File: config.mk
export PLATFORM = sky130hd
export DESIGN_NAME = band_search_ctrl
export DESIGN_NICKNAME = d
export VERILOG_FILES = /design/src/rtl/bsearch_pkg.sv /design/src/rtl/bsc_settle_timer.sv /design/src/rtl/bsc_band_reg.sv /design/src/rtl/bsc_reversal_guard.sv /design/src/rtl/band_search_ctrl.sv
export SDC_FILE = /design/constraint.sdc
export NUM_CORES = 1
export LEC_CHECK = 0
export BUFFER_PORTS_ARGS = -buffer_cell sky130_fd_sc_hd__buf_4
export CORE_MARGIN = 1
export CORE_UTILIZATION = 25
export CTS_CLUSTER_SIZE = 24
export DETAILED_ROUTE_END_ITERATION = 8
export PLACE_DENSITY = 0.41
export SLEW_MARGIN = 25
export SYNTH_ARGS = -nofsm -noshare
export SYNTH_HDL_FRONTEND = slang
export SYNTH_SLANG_ARGS = --single-unit
File: constraint.sdc
create_clock -name clk -period 4.15 [get_ports clk]
set_input_delay 0.6225 -clock clk [delete_from_list [all_inputs] [get_ports clk]]
set_output_delay 0.6225 -clock clk [all_outputs]
set_load 0.01 [all_outputs]
File: src/rtl/bsearch_pkg.sv
package bsearch_pkg;
  typedef enum logic [0:0] {ST_IDLE, ST_SEARCH} srch_state_e;
  typedef enum logic [1:0] {DIR_NONE, DIR_DOWN, DIR_UP} step_dir_e;
endpackage

File: src/rtl/bsc_settle_timer.sv
module bsc_settle_timer #(
  parameter int CNT_W = 8
) (
  input  logic             clk,
  input  logic             rst_n,
  input  logic             load,
  input  logic [CNT_W-1:0] load_val,
  output logic             expired
);
  logic [CNT_W-1:0] remain;

  // Down-counter: reload on every band change, then count to zero and stop.
  always_ff @(posedge clk or negedge rst_n) begin
    if (!rst_n)              remain <= '0;
    else if (load)           remain <= load_val;
    else if (remain != '0)   remain <= remain - 1'b1;
  end

  assign expired = (remain == '0);
endmodule

File: src/rtl/bsc_band_reg.sv
module bsc_band_reg #(
  parameter int BAND_W = 3
) (
  input  logic              clk,
  input  logic              rst_n,
  input  logic              load,
  input  logic [BAND_W-1:0] load_val,
  input  logic              step_en,
  input  logic              step_up,
  output logic [BAND_W-1:0] band,
  output logic              at_floor,
  output logic              at_ceiling
);
  always_ff @(posedge clk or negedge rst_n) begin
    if (!rst_n)        band <= '0;
    else if (load)     band <= load_val;
    else if (step_en)  band <= step_up ? band + 1'b1 : band - 1'b1;
  end

  assign at_floor   = (band == '0);
  assign at_ceiling = &band;
endmodule

File: src/rtl/bsc_reversal_guard.sv
module bsc_reversal_guard
  import bsearch_pkg::*;
#(
  parameter int MAX_REV = 2
) (
  input  logic clk,
  input  logic rst_n,
  input  logic clear,
  input  logic note_en,
  input  logic dir_up,
  output logic trip
);
  localparam int CW = $clog2(MAX_REV + 1);

  step_dir_e       last_dir;
  logic [CW-1:0]   rev_cnt;
  logic            reversal;
  step_dir_e       new_dir;

  assign new_dir  = dir_up ? DIR_UP : DIR_DOWN;
  assign reversal = (last_dir != DIR_NONE) && (last_dir != new_dir);
  // The decision now being made would be the MAX_REV-th reversal.
  assign trip     = reversal && (rev_cnt == CW'(MAX_REV - 1));

  always_ff @(posedge clk or negedge rst_n) begin
    if (!rst_n) begin
      last_dir <= DIR_NONE;
      rev_cnt  <= '0;
    end else if (clear) begin
      last_dir <= DIR_NONE;
      rev_cnt  <= '0;
    end else if (note_en) begin
      last_dir <= new_dir;
      if (reversal) rev_cnt <= rev_cnt + 1'b1;
    end
  end
endmodule

File: src/rtl/band_search_ctrl.sv
module band_search_ctrl
  import bsearch_pkg::*;
#(
  parameter int BAND_W   = 3,
  parameter int SETTLE_W = 8,
  parameter int CP_W     = 2,
  parameter int MAX_REV  = 2,
  localparam int WORD_W  = BAND_W + 1 + 2 * CP_W
) (
  input  logic                clk,
  input  logic                rst_n,
  input  logic                start,
  input  logic [BAND_W-1:0]   init_band,
  input  logic [SETTLE_W-1:0] settle_cycles,
  input  logic                lock_in,
  input  logic                over_in,
  input  logic [CP_W-1:0]     pump1_sel,
  input  logic [CP_W-1:0]     pump2_sel,
  output logic [BAND_W-1:0]   band_code,
  output logic                busy,
  output logic                done,
  output logic                fail,
  output logic [WORD_W-1:0]   setup_word
);
  srch_state_e state;
  logic settled, at_floor, at_ceiling, trip;
  logic take_start, evaluate, blocked, accept, abort, do_step;

  assign take_start = start && (state == ST_IDLE);
  assign evaluate   = (state == ST_SEARCH) && settled;
  assign blocked    = over_in ? at_ceiling : at_floor;
  assign accept     = evaluate && lock_in;
  assign abort      = evaluate && !lock_in && (blocked || trip);
  assign do_step    = evaluate && !lock_in && !blocked && !trip;

  bsc_settle_timer #(.CNT_W(SETTLE_W)) u_timer (
    .clk      (clk),
    .rst_n    (rst_n),
    .load     (take_start || do_step),
    .load_val (settle_cycles),
    .expired  (settled)
  );

  bsc_band_reg #(.BAND_W(BAND_W)) u_band (
    .clk        (clk),
    .rst_n      (rst_n),
    .load       (take_start),
    .load_val   (init_band),
    .step_en    (do_step),
    .step_up    (over_in),
    .band       (band_code),
    .at_floor   (at_floor),
    .at_ceiling (at_ceiling)
  );

  bsc_reversal_guard #(.MAX_REV(MAX_REV)) u_guard (
    .clk     (clk),
    .rst_n   (rst_n),
    .clear   (take_start),
    .note_en (do_step),
    .dir_up  (over_in),
    .trip    (trip)
  );

  always_ff @(posedge clk or negedge rst_n) begin
    if (!rst_n) begin
      state <= ST_IDLE;
      done  <= 1'b0;
      fail  <= 1'b0;
    end else begin
      case (state)
        ST_IDLE: if (take_start) begin
          state <= ST_SEARCH;
          done  <= 1'b0;
          fail  <= 1'b0;
        end
        ST_SEARCH: if (accept || abort) begin
          state <= ST_IDLE;
          done  <= 1'b1;
          fail  <= abort;
        end
        default: state <= ST_IDLE;
      endcase
    end
  end

  assign busy       = (state == ST_SEARCH);
  assign setup_word = {band_code, 1'b0, pump1_sel, pump2_sel};
endmodule

==> impl_metrics.json <==
{
  "status": "finished clean",
  "cts_sinks": 18,
  "setup_viol": 0,
  "required_ps": 4290,
  "drtIter0Drc": 39,
  "drive_above_1_share": 0.321,
  "p_sw_frac": 0.386,
  "final_nets": 159,
  "worst_setup_path_start_kind": "register",
  "register_area_sq_um": 450,
  "post-cts-setup-buffer-count": 0,
  "syn_to_final_growth_pct": 17.7,
  "maxSlewHeadroom": 0.534,
  "syn_area_sq_um": 1210,
  "fmax_ghz": 0.434,
  "pwr-share-seq": 0.407,
  "grt_pass1_wl_um": 4490,
  "avgRoutedWirePerCell_um": 14.1,
  "num_vias": 940,
  "cts_resized": 0,
  "power.switching_w": 0.000318,
  "root_buffer": "clkbuf_8",
  "ir_drop_uv": 228,
  "finalCritPeriodShare": 0.556,
  "pwr-share-clk": 0.151,
  "grt_max_degree": 19,
  "critPathArrivalTime_ps": 2440,
  "die_area_sq_um": 5110,
  "clk_pin_slew_ps": 70,
  "antenna_found_initial": 0,
  "nFillCells": 468,
  "synth_edf_count": 0,
  "ys_seq_area_frac": 0.373,
  "min_period_ps": 2310,
  "port_buffers": 24,
  "grt_use_total": 0.113,
  "firstDrtPassIters": 4,
  "rsz0062_at_grt": "false",
  "cp_max_fo": 10,
  "multiInputGateArea_sq_um": 646,
  "drv_slew": 0,
  "synthesis.instances": 117,
  "grt_pass1_vias": 976,
  "routed_via_density": 5.05,
  "overflow": 0,
  "clkLatencyLatePin_ps": 250,
  "synth_warnings": 0,
  "synth_top_area_frac": 0.373,
  "cts_hold_buf": 0,
  "power.leakage_nw": 0.639,
  "slowest_stage": "and2_1",
  "synthArstFlopShare": 1.00,
  "synth_area_leaders": "dfrtp_1, mux2_2, buf_4",
  "die-height_um": 71.5,
  "synth-main-ff-cell": "dfrtp_1",
  "p_total_w": 0.000824,
  "power_density_nw_per_um2": 580,
  "cts_max_level": 1,
  "yosys.area.top_type": "dfrtp_1",
  "drc": 0,
  "antenna_cells": 0,
  "ios": 34,
  "numCtsBuffers": 3,
  "crit_type": "register to register",
  "ys_types": 44,
  "tightest_slew_ps": 693,
  "routabilityCongestion": 0.686,
  "final.setup.tns_ps": 0,
  "syn_avg_cell_area_sq_um": 10.3,
  "synth_fp_nets": 140,
  "ys_ff_latch": 18,
  "combPwrFrac": 0.443,
  "startpoint": "u_timer.remain[0]",
  "die_x_um": 71.5,
  "cts_tree": "yes",
  "core-area_sq_um": 4500,
  "hp-class": "primary input to async pin",
  "hold_viol_final": 0,
  "timing.rr.start": "u_timer.remain[0]",
  "cap_violations": 0,
  "worstPathCellList": "inv_1, ha_1, nor3b_1, and2_1, a31oi_4, mux2_4",
  "endpoint_kind": "register",
  "fin_util": 0.315,
  "rows": 24,
  "dp_hpwl_um": 1990,
  "initial_core_util": 0.268,
  "internal-power_w": 0.000506,
  "antenna_left": 0,
  "slowest_delay_ps": 450,
  "cts_buffer_depth": 2,
  "clock-skew-final_ps": 2.08,
  "wirelength_um": 2620
}
cell families (layout without fill, tap and decap cells):
kind of cell               count (synthesis)  count (layout)  share of synthesized area
and+or+nand+nor                           33              33                      0.165
AOI/OAI and AO/OA                         26              26                      0.183
buffers and inverters                     20              37                     0.0913
DFF                                       18              18                      0.373
muxes                                     14              14                      0.133
adders and majority gates                  3               3                     0.0373
xor gates and xnor gates                   2               2                     0.0145
other                                      1               1                    0.00311
worst max-delay path, delay by kind of cell, from the launching register on:
kind	cells	cell delay (ps)
compound gates	1	260
buf+inv	1	90
fa+ha+maj	1	270
mux	1	360
flops	1	440
simple gates	2	780
power by group through the flow:
stage,Clock [W],Combinational (W),Sequential [W]
after floorplan,0,0.000276,0.000317
after CTS,0.000129,0.000369,0.000334
after detailed placement,0,0.000365,0.000338
after global placement,0,0.000361,0.000334
final,0.000124,0.000365,0.000335
after global routing,0.000136,0.000412,0.000352
metrics by stage:
stage	cell area [sq um]	instances	hold WS, ps	worst slack (ps)
final	1420	186	231	1840
after global routing	1420	186	237	1700
after CTS	1420	186	235	1850
after detailed placement	1380	183	511	1780
after global placement	1380	183	500	1810
after floorplan	1210	117	327	2090
final timing paths:
check	endpoint	slack (ps)	cells after the start
setup / recovery	u_timer.remain[3]	1840	6
hold / removal	u_timer.remain[7]	230	1
setup reg to reg	u_timer.remain[3]	1840	6
hold reg to reg	done	530	2
max in group asynchronous	u_timer.remain[3]	3720	1
min in group clk	done	530	2
flip-flops by register name, summed over array words and instances, names as in the netlist:
signal and count:
busy 1, u_band.band 3, u_guard.last_dir 2, u_timer.remain 8, fail 1, u_guard.rev_cnt 2, done 1
layout make-up:
type                    instances  area share
well taps                      52      0.0458
multi-input cells              79       0.455
repair buffers                 24       0.127
flip-flops and latches         18       0.317
inverters                      10      0.0264
clock buffers                   3      0.0291
Yosys cell counts (2+ instances only):
master,instances
dfrtp_1,18
inv_1,10
buf_4,9
mux2_2,8
nand2_1,8
nor2_1,6
o21ai_0,6
mux2i_1,4
nor4_1,4
a21oi_1,3
a211o_1,2
a31oi_1,2
ha_1,2
mux2_4,2
nand2b_1,2
nand3_1,2
o31ai_1,2
layout by cell type (no fill, tap or decap), types with 2 or more instances in the layout:
| cell | count |
|---|---|
| buf_4 | 24 |
| dfrtp_1 | 18 |
| inv_1 | 10 |
| nand2_1 | 8 |
| mux2_2 | 8 |
| nor2_1 | 6 |
| o21ai_0 | 6 |
| nor4_1 | 4 |
| mux2i_1 | 4 |
| a21oi_1 | 3 |
| clkbuf_8 | 3 |
| mux2_4 | 2 |
| o31ai_1 | 2 |
| nand3_1 | 2 |
| a31oi_1 | 2 |
| nand2b_1 | 2 |
| a211o_1 | 2 |
| ha_1 | 2 |
layer usage:
| layer | global-route usage | routed length, um |
|---|---|---|
| met4 | 0.0349 | 23 |
| met5 | 0 | 0 |
| met1 | 0.134 | 1190 |
| met3 | 0.0267 | 113 |
| met2 | 0.204 | 1300 |
(Power assumes the default switching activity.)
